--- config.mk ---
export PLATFORM = sky130hd
export DESIGN_NAME = board_ctl_regs
export DESIGN_NICKNAME = d
export VERILOG_FILES = /design/src/rtl/board_ctl_pkg.sv /design/src/rtl/board_ctl_ctrl.sv /design/src/rtl/board_ctl_dp.sv /design/src/rtl/board_ctl_regs.sv
export SDC_FILE = /design/constraint.sdc
export NUM_CORES = 1
export LEC_CHECK = 0
export ABC_CLOCK_PERIOD_IN_PS = 3900
export BUFFER_PORTS_ARGS = -buffer_cell sky130_fd_sc_hd__buf_2
export CELL_PAD_IN_SITES_DETAIL_PLACEMENT = 1
export CELL_PAD_IN_SITES_GLOBAL_PLACEMENT = 1
export CORE_ASPECT_RATIO = 0.9
export CORE_MARGIN = 1.5
export CORE_UTILIZATION = 45
export CTS_CLUSTER_SIZE = 8
export DETAILED_ROUTE_END_ITERATION = 12
export PLACE_DENSITY_LB_ADDON = 0.1
export SYNTH_ARGS = -nofsm -noshare
export SYNTH_HDL_FRONTEND = slang
export SYNTH_SLANG_ARGS = --single-unit
--- constraint.sdc ---
create_clock -name clk -period 3.9 [get_ports clk]
set_input_delay 0.39 -clock clk [delete_from_list [all_inputs] [get_ports clk]]
set_output_delay 0.39 -clock clk [all_outputs]
set_load 0.01 [all_outputs]
--- src/rtl/board_ctl_pkg.sv ---
package board_ctl_pkg;

  localparam int ADDR_W = 12;
  localparam int DATA_W = 32;

  localparam logic [ADDR_W-1:0] OFF_CFG0 = 12'h000;
  localparam logic [ADDR_W-1:0] OFF_CFG1 = 12'h004;
  localparam logic [ADDR_W-1:0] OFF_CFG2 = 12'h008;
  localparam logic [ADDR_W-1:0] OFF_CFG3 = 12'h00C;
  localparam logic [ADDR_W-1:0] OFF_CFG4 = 12'h010;
  localparam logic [ADDR_W-1:0] OFF_CFG5 = 12'h014;
  localparam logic [ADDR_W-1:0] OFF_CFG6 = 12'h018;
  localparam logic [ADDR_W-1:0] OFF_CHAN0 = 12'h0A0;
  localparam logic [ADDR_W-1:0] OFF_CHAN1 = 12'h0A4;
  localparam logic [ADDR_W-1:0] OFF_CHAN2 = 12'h0A8;
  localparam logic [ADDR_W-1:0] OFF_CHAN3 = 12'h0AC;
  localparam logic [ADDR_W-1:0] OFF_DLL  = 12'h100;
  localparam logic [ADDR_W-1:0] OFF_AID  = 12'hFF8;
  localparam logic [ADDR_W-1:0] OFF_ID   = 12'hFFC;

  // Fixed low part of the DLL word: all lock bits set, summary bit set.
  localparam logic [23:0] DLL_FIXED_LOW = 24'hFF0001;

  typedef enum logic [3:0] {
    TGT_CFG0, TGT_CFG1, TGT_CFG2, TGT_CFG3, TGT_CFG4, TGT_CFG5,
    TGT_CFG6, TGT_CHAN, TGT_DLL, TGT_AID, TGT_ID, TGT_NONE
  } target_e;

  // Strobes handed from the bus control to the register datapath.
  typedef struct packed {
    logic    take;
    logic    isWrite;
    target_e target;
    logic [1:0] chanIdx;
  } busStrobe_t;

endpackage

--- src/rtl/board_ctl_ctrl.sv ---
module board_ctl_ctrl
  import board_ctl_pkg::*;
#(
  parameter logic [DATA_W-1:0] ID_VALUE = 32'h4104_5240
) (
  input  logic              clk,
  input  logic              rstN,
  input  logic              psel,
  input  logic              penable,
  input  logic              pwrite,
  input  logic [ADDR_W-1:0] paddr,
  output busStrobe_t        strobe,
  output logic              pready,
  output logic              accessError
);

  localparam logic [11:0] PART_NUM   = ID_VALUE[15:4];
  localparam bit HAS_CFG2_CFG5 = (PART_NUM == 12'h524) || (PART_NUM == 12'h547);
  localparam bit HAS_CFG6      = (PART_NUM == 12'h524);

  target_e decodedTgt;
  logic    takeNow;
  logic    readyQ;
  logic    errQ;

  always_comb begin
    decodedTgt = TGT_NONE;
    case (paddr)
      OFF_CFG0:  decodedTgt = TGT_CFG0;
      OFF_CFG1:  decodedTgt = TGT_CFG1;
      OFF_CFG2:  decodedTgt = HAS_CFG2_CFG5 ? TGT_CFG2 : TGT_NONE;
      OFF_CFG3:  decodedTgt = TGT_CFG3;
      OFF_CFG4:  decodedTgt = TGT_CFG4;
      OFF_CFG5:  decodedTgt = HAS_CFG2_CFG5 ? TGT_CFG5 : TGT_NONE;
      OFF_CFG6:  decodedTgt = HAS_CFG6 ? TGT_CFG6 : TGT_NONE;
      OFF_CHAN0, OFF_CHAN1, OFF_CHAN2, OFF_CHAN3: decodedTgt = TGT_CHAN;
      OFF_DLL:   decodedTgt = TGT_DLL;
      OFF_AID:   decodedTgt = TGT_AID;
      OFF_ID:    decodedTgt = TGT_ID;
      default:   decodedTgt = TGT_NONE;
    endcase
  end

  assign takeNow = psel && penable && !readyQ;

  always_comb begin
    strobe.take    = takeNow;
    strobe.isWrite = pwrite;
    strobe.target  = decodedTgt;
    strobe.chanIdx = paddr[3:2];
  end

  always_ff @(posedge clk) begin
    if (!rstN) begin
      readyQ <= 1'b0;
      errQ   <= 1'b0;
    end else begin
      readyQ <= takeNow;
      errQ   <= takeNow && (decodedTgt == TGT_NONE);
    end
  end

  assign pready      = readyQ;
  assign accessError = errQ;

endmodule

--- src/rtl/board_ctl_dp.sv ---
module board_ctl_dp
  import board_ctl_pkg::*;
#(
  parameter int                LED_COUNT  = 8,
  parameter logic [DATA_W-1:0] CFG4_VALUE = 32'h0,
  parameter logic [DATA_W-1:0] AID_VALUE  = 32'h0,
  parameter logic [DATA_W-1:0] ID_VALUE   = 32'h4104_5240
) (
  input  logic                 clk,
  input  logic                 rstN,
  input  busStrobe_t           strobe,
  input  logic [DATA_W-1:0]    pwdata,
  input  logic [DATA_W-1:0]    chanRdata,
  output logic [DATA_W-1:0]    prdata,
  output logic [LED_COUNT-1:0] leds,
  output logic                 chanStrobe,
  output logic                 chanWrite,
  output logic [1:0]           chanIndex,
  output logic [DATA_W-1:0]    chanWdata
);

  localparam int MASK_W = DATA_W - 24;

  logic [DATA_W-1:0] cfg0Q, cfg1Q, cfg2Q, cfg5Q, cfg6Q;
  logic [MASK_W-1:0] dllMaskQ;
  logic [DATA_W-1:0] readMux;
  logic [DATA_W-1:0] prdataQ;
  logic              wrEn;

  assign wrEn = strobe.take && strobe.isWrite;

  always_ff @(posedge clk) begin
    if (!rstN) begin
      cfg0Q    <= '0;
      cfg1Q    <= '0;
      cfg2Q    <= '0;
      cfg5Q    <= '0;
      cfg6Q    <= '0;
      dllMaskQ <= '1;
    end else if (wrEn) begin
      case (strobe.target)
        TGT_CFG0: cfg0Q    <= pwdata;
        TGT_CFG1: cfg1Q    <= pwdata;
        TGT_CFG2: cfg2Q    <= pwdata;
        TGT_CFG5: cfg5Q    <= pwdata;
        TGT_CFG6: cfg6Q    <= pwdata;
        TGT_DLL:  dllMaskQ <= pwdata[DATA_W-1:24];
        default:  ;
      endcase
    end
  end

  always_comb begin
    case (strobe.target)
      TGT_CFG0: readMux = cfg0Q;
      TGT_CFG1: readMux = cfg1Q;
      TGT_CFG2: readMux = cfg2Q;
      TGT_CFG4: readMux = CFG4_VALUE;
      TGT_CFG5: readMux = cfg5Q;
      TGT_CFG6: readMux = cfg6Q;
      TGT_CHAN: readMux = chanRdata;
      TGT_DLL:  readMux = {dllMaskQ, DLL_FIXED_LOW};
      TGT_AID:  readMux = AID_VALUE;
      TGT_ID:   readMux = ID_VALUE;
      default:  readMux = '0;
    endcase
  end

  always_ff @(posedge clk) begin
    if (!rstN) begin
      prdataQ    <= '0;
      chanStrobe <= 1'b0;
      chanWrite  <= 1'b0;
      chanIndex  <= '0;
      chanWdata  <= '0;
    end else begin
      chanStrobe <= strobe.take && (strobe.target == TGT_CHAN);
      if (strobe.take) begin
        prdataQ <= strobe.isWrite ? '0 : readMux;
        if (strobe.target == TGT_CHAN) begin
          chanWrite <= strobe.isWrite;
          chanIndex <= strobe.chanIdx;
          if (strobe.isWrite) chanWdata <= pwdata;
        end
      end
    end
  end

  assign prdata = prdataQ;

  for (genvar i = 0; i < LED_COUNT; i++) begin : g_led
    assign leds[i] = cfg1Q[i];
  end

endmodule

--- src/rtl/board_ctl_regs.sv ---
module board_ctl_regs
  import board_ctl_pkg::*;
#(
  parameter int                LED_COUNT  = 8,
  parameter logic [DATA_W-1:0] CFG4_VALUE = 32'h0000_0003,
  parameter logic [DATA_W-1:0] AID_VALUE  = 32'h0200_0008,
  parameter logic [DATA_W-1:0] ID_VALUE   = 32'h4104_5240
) (
  input  logic                 clk,
  input  logic                 rstN,
  input  logic                 psel,
  input  logic                 penable,
  input  logic                 pwrite,
  input  logic [ADDR_W-1:0]    paddr,
  input  logic [DATA_W-1:0]    pwdata,
  output logic [DATA_W-1:0]    prdata,
  output logic                 pready,
  output logic                 accessError,
  output logic [LED_COUNT-1:0] leds,
  output logic                 chanStrobe,
  output logic                 chanWrite,
  output logic [1:0]           chanIndex,
  output logic [DATA_W-1:0]    chanWdata,
  input  logic [DATA_W-1:0]    chanRdata
);

  busStrobe_t strobe;

  board_ctl_ctrl #(.ID_VALUE(ID_VALUE)) u_ctrl (
    .clk(clk), .rstN(rstN), .psel(psel), .penable(penable),
    .pwrite(pwrite), .paddr(paddr), .strobe(strobe),
    .pready(pready), .accessError(accessError)
  );

  board_ctl_dp #(
    .LED_COUNT(LED_COUNT), .CFG4_VALUE(CFG4_VALUE),
    .AID_VALUE(AID_VALUE), .ID_VALUE(ID_VALUE)
  ) u_dp (
    .clk(clk), .rstN(rstN), .strobe(strobe), .pwdata(pwdata),
    .chanRdata(chanRdata), .prdata(prdata), .leds(leds),
    .chanStrobe(chanStrobe), .chanWrite(chanWrite),
    .chanIndex(chanIndex), .chanWdata(chanWdata)
  );

endmodule

After elaboration in Yosys (flattened, before gate mapping)
Cells that the tools add are included.
- bits in registers: 238
- latch bits: 0
- RAM bits: 0
- bits in read-only memories: 0
- memories: 0
- add/subtract/negate cells: 0
- $mul: 0
- div/mod/pow operators: 0
- order comparisons: 0
- equal/unequal tests: 23
- shift-type cells: 0
- muxes and demuxes: 3
- bitwise logic cells: 0
- reductions and logical operators: 17
- operators by type and width (operator ; count):
    case mux 32 bit (10 select lines) ; 1
    equality test 12 x 8 -> 1 bit, second input constant ; 4
    case mux 4 bit (11 select lines) ; 1
    equality test 12 x 5 -> 1 bit, second input constant ; 3
    2-to-1 mux 32 bit ; 1
    equality test 12 bit, second input constant ; 2
    equality test 12 x 4 -> 1 bit, second input constant ; 2
    equality test 4 x 3 -> 1 bit, second input constant ; 4
    equality test 4 bit, second input constant ; 4
    AND reduction 2 bit ; 7
    equality test 12 x 3 -> 1 bit, second input constant ; 1
    equality test 12 x 9 -> 1 bit, second input constant ; 1
    logical NOT 12 bit ; 1
    logical AND 1 bit ; 5
    equality test 4 x 1 -> 1 bit, second input constant ; 1
    equality test 4 x 2 -> 1 bit, second input constant ; 1
    logical NOT 4 bit ; 1
    OR reduction 4 bit ; 1
    AND reduction 3 bit ; 1
    logical NOT 1 bit ; 1

Longest topological paths before layout
- depth in word-level cells: 6
- mapped depth: 9
- mapped depth without buffers: 6

Hierarchy
From an unflattened synthesis, not the netlist that was laid out.
- cell total of the unflattened synthesis: 1247
- area, all modules: 10405.0 um^2
- modules (own cells, without submodules) (module ; times used ; cells each ; area an instance (um^2) ; seq. area each (um^2)):
    board_ctl_dp ; 1 ; 1210 ; 10113.4 ; 4724.5
    board_ctl_ctrl ; 1 ; 37 ; 291.5 ; 40.0

Worst setup path after synthesis
Ideal clock, no wire load.
- path kind: input to register
- from: in paddr[3]
- to: reg u_dp.prdataQ[1], in the netlist u_dp.prdata[1]
- setup time: 125 ps
- data arrival time: 1857 ps
- required time: 3775 ps
- path slack: 1918 ps
- cell stages on the path: 8
- path through: buf_2 nor4b_1 nand3_1 nand4_2 nor2_2 clkbuf_1 a211oi_1 a21oi_2
- cells in the longest elaborated chain, start to end: 6
- RTL lines (element ; line ; RTL):
    from (decl) ; board_ctl_regs.sv:14 ; input logic [ADDR_W-1:0] paddr,
    equality test 12 x 8 -> 1 bit ; board_ctl_ctrl.sv:28 ; case (paddr)
    OR reduction 4 bit ; board_ctl_ctrl.sv:28 ;
    case mux 4 bit (11 select lines) (*) ; board_ctl_ctrl.sv:28 ;
    equality test 4 bit (tied with other cells) ; board_ctl_dp.sv:54 ; case (strobe.target)
    case mux 32 bit (10 select lines) (*) ; board_ctl_dp.sv:54 ;
    2-to-1 mux 32 bit (*) ; board_ctl_dp.sv:79 ; prdataQ <= strobe.isWrite ? '0 : readMux;
    to (signal assigned) ; board_ctl_dp.sv:79 ;
    to (decl) ; board_ctl_dp.sv:27 ; logic [DATA_W-1:0] prdataQ;
Every way passes the cells marked *; elsewhere a longest branch is shown, timed or not.
A chain may end at the register's enable or synchronous reset.

Worst setup path in the final report
- from: in paddr[0]
- to: reg u_dp.prdataQ[13], in the netlist u_dp.prdata[13]
The elaborated chain is that of the path after synthesis.

==> impl_metrics.csv <==
group,metric,value,unit
floorplanning,pin_count,159,
grt,grt_pass1_wl,53030,µm
layout,final_util,0.5486,
timing,max_slew_margin,0.4388,
drt,drcViolationCount,0,
synthesis,synth-async-reset-ratio,0,
layout,fin_nets,1401,
synthesis,ys.flop_type,"dfxtp_1",
synthesis,netlist.area_leader.share,0.4953,
synthesis,synthTopCellsByArea,"dfxtp_1, nand2_1, a21oi_1, mux2i_1, a22oi_1",
timing,final_max_slew_viol_count,0,
setup_path,end_kind,"register",
setup_path,critPathMaxFanout,19,
floorplanning,die-area,22270,µm²
grt,first_global_vias,9348,
placed_design,place_hpwl,21360,µm
power_and_ir_drop,pwr-share-clk,0.501,
hold_path,hold_class,"in -> reg",
drt,viasPerCell,5.866,
layout,drive_above_1_share,0.1902,
clock_tree,post_cts_buffers,0,
synthesis,synth_cell_types,46,
power_and_ir_drop,power.switching,1.137,mW
timing,setup_tns,0,ns
synthesis,synthCells,1196,
clock_tree,cts_sinks,238,
timing,rsz0062_at_grt,"false",
synthesis,syn-num-nets,1277,
setup_path,cp_data_arrival_time,2.73,ns
synthesis,yosysTopAreaCell,"dfxtp_1",
timing,fmax,0.4228,GHz
floorplanning,start_util,0.4604,
timing,finalCritPeriodShare,0.6065,
floorplanning,core-area,20900,µm²
drt,postRouteAntennaNets,0,
setup_path,cp.required,4.27,ns
grt,grt_usage,0.3101,
clock_tree,cts_hold_buffers,0,
clock_tree,root_buffer,"clkbuf_16",
drt,routed_wl,34660,µm
power_and_ir_drop,pwr_density_cell,454.7,nW/µm²
clock_tree,h-tree-depth,2,
power_and_ir_drop,ir_drop,276.8,µV
drt,drt-initial-drc-count,834,
drt,dr.pass1.iters,6,
timing,skew,0.01549,ns
layout,fillers,2571,
synthesis,yosysSeqAreaShare,0.4953,
floorplanning,dieWidth,157.1,µm
power_and_ir_drop,power_frac_seq,0.468,
power_and_ir_drop,power,5.212,mW
synthesis,ys_warn_count,0,
synthesis,syn_avg_cell_area,8.044,µm²
drt,via_count,9426,
clock_tree,cts_tree,"built",
setup_path,path_class,"in -> reg",
status,status,"complete, no violations",
floorplanning,die_h,141.7,µm
grt,grt_overflow_total,0,
power_and_ir_drop,p_sw_frac,0.2181,
timing,final_hold_viol_count,0,
synthesis,yosys_register_bits,238,
setup_path,start_kind,"input port",
drt,wl_per_cell,21.57,µm
clock_tree,post_cts_resize_count,0,
timing,worst_slew_pin_slew,0.8418,ns
power_and_ir_drop,p_comb_frac,0.032,
power_and_ir_drop,intPower,4.075,mW
floorplanning,rows,50,
timing,period_minus_slack,2.365,ns
power_and_ir_drop,leakagePower,4.275,nW
placed_design,port-buffer-count,158,
clock_tree,cts_buffer_depth,3,
synthesis,synth_edf_count,0,
clock_tree,insertion_delay,0.50,ns
grt,grt_max_degree,177,
clock_tree,path_clk_slew,0.05,ns
grt,antenna_found_initial,0,
placed_design,globalplace.congestion,0.8934,
clock_tree,numCtsBuffers,35,
job,drv_cap,0,
synthesis,synth.cell_area,9620,µm²
timing,setup_viol,0,
layout,syn2layout_area_growth,19.14,%
flip-flops by register name (all words and copies together) (netlist names), 2 cells and up:
register and flops:
u_dp.chanIndex 2, u_dp.cfg6Q 32, u_dp.dllMaskQ 8, u_dp.cfg5Q 32, u_dp.cfg0Q 32, u_dp.prdata 32, u_dp.chanWdata 32, u_dp.cfg1Q 32
u_dp.cfg2Q 32
power by group through the flow:
stage | sequential [mW] | clock, mW | combinational, mW
floorplan | 2.49 | 0 | 0.0544
CTS | 2.44 | 2.64 | 0.161
finish | 2.44 | 2.61 | 0.164
detailed placement | 2.49 | 0 | 0.160
global route | 2.43 | 2.73 | 0.174
global placement | 2.49 | 0 | 0.161
kinds of logic (layout without fill, tap and decap cells):
logic type,after synthesis,in the layout,synth area share
multiplexers,32,32,0.03329
flip-flops,238,238,0.4953
AO/OA/AOI/OAI,306,306,0.1925
buffers and inverters,106,230,0.05592
other,0,1,0
AND/OR/NAND/NOR,514,514,0.2230
metrics by stage:
stage	setup slack, ns	hold slack, ns	instances	cell area, µm²
floorplan	1.918	0.4357	1196	9620
global route	1.449	0.2061	1606	11460
CTS	1.603	0.1854	1606	11460
global placement	1.226	0.4326	1569	10560
detailed placement	1.122	0.4386	1569	10560
finish	1.535	0.1946	1607	11460
final cells by class:
type / instances / area [µm²] / share of cell area
Timing Repair Buffer: 190 / 1069 / 0.09322
Tap cell: 286 / 357.8 / 0.03122
Sequential cell: 238 / 4765 / 0.4157
Clock inverter: 1 / 8.758 / 0.0007641
Clock buffer: 36 / 889.6 / 0.07761
Inverter: 3 / 16.27 / 0.001419
Antenna cell: 1 / 2.502 / 0.0002183
Multi-Input combinational cell: 852 / 4354 / 0.3799
per-layer routing:
| metal | wire, µm | GRT usage | vias up | share of wire |
|---|---|---|---|---|
| li1 | - | - | 4317 | - |
| met3 | 2798 | 0.03757 | 56 | 0.081 |
| met1 | 15600 | 0.4442 | 4643 | 0.45 |
| met5 | 0 | 0 | - | 0 |
| met4 | 677 | 0.09086 | 0 | 0.020 |
| met2 | 15580 | 0.4900 | 410 | 0.45 |
placed cells by master (no fill, tap or decap), drive strengths merged, types with 5 or more instances in the layout:
master,count
a221oi,9
dfxtp,238
o21ai,32
and3,9
nand3,22
nor2,41
a22oi,40
nor3,5
clkbuf,36
buf,190
a222oi,23
nand2,405
mux2i,32
a21oi,194
nand4,14
worst paths after layout:
check                                             startpoint                            to  slack [ns]  cells past startpoint
worst max register to register      u_ctrl.pready$_SDFF_PN0_    u_dp.cfg5Q[5]$_SDFFE_PN0P_        1.83                      7
worst min-delay path                              pwdata[21]   u_dp.cfg5Q[21]$_SDFFE_PN0P_        0.19                      3
worst max-delay path                                paddr[0]  u_dp.prdata[13]$_SDFFE_PN0P_        1.53                      8
worst min register to register  u_dp.prdata[31]$_SDFFE_PN0P_  u_dp.prdata[31]$_SDFFE_PN0P_        0.45                      2
Yosys cell counts (14+ instances only):
master      n
nand3_1    22
dfxtp_1   238
buf_4      14
a222oi_1   23
buf_2      33
a22oi_1    40
a21oi_1   193
o21ai_1    22
nand2_1   405
nor2_1     40
mux2i_1    32
clkbuf_1   51
worst max-delay path, stage by stage:
cell      delay (ns)
buf_2           0.12
and4bb_1        0.43
nand4_1         0.55
nand4_1         0.45
a21boi_4        0.11
o21ai_4         0.35
buf_12          0.24
o21ai_1         0.09
No activity file was read; power rests on OpenSTA's default activity.
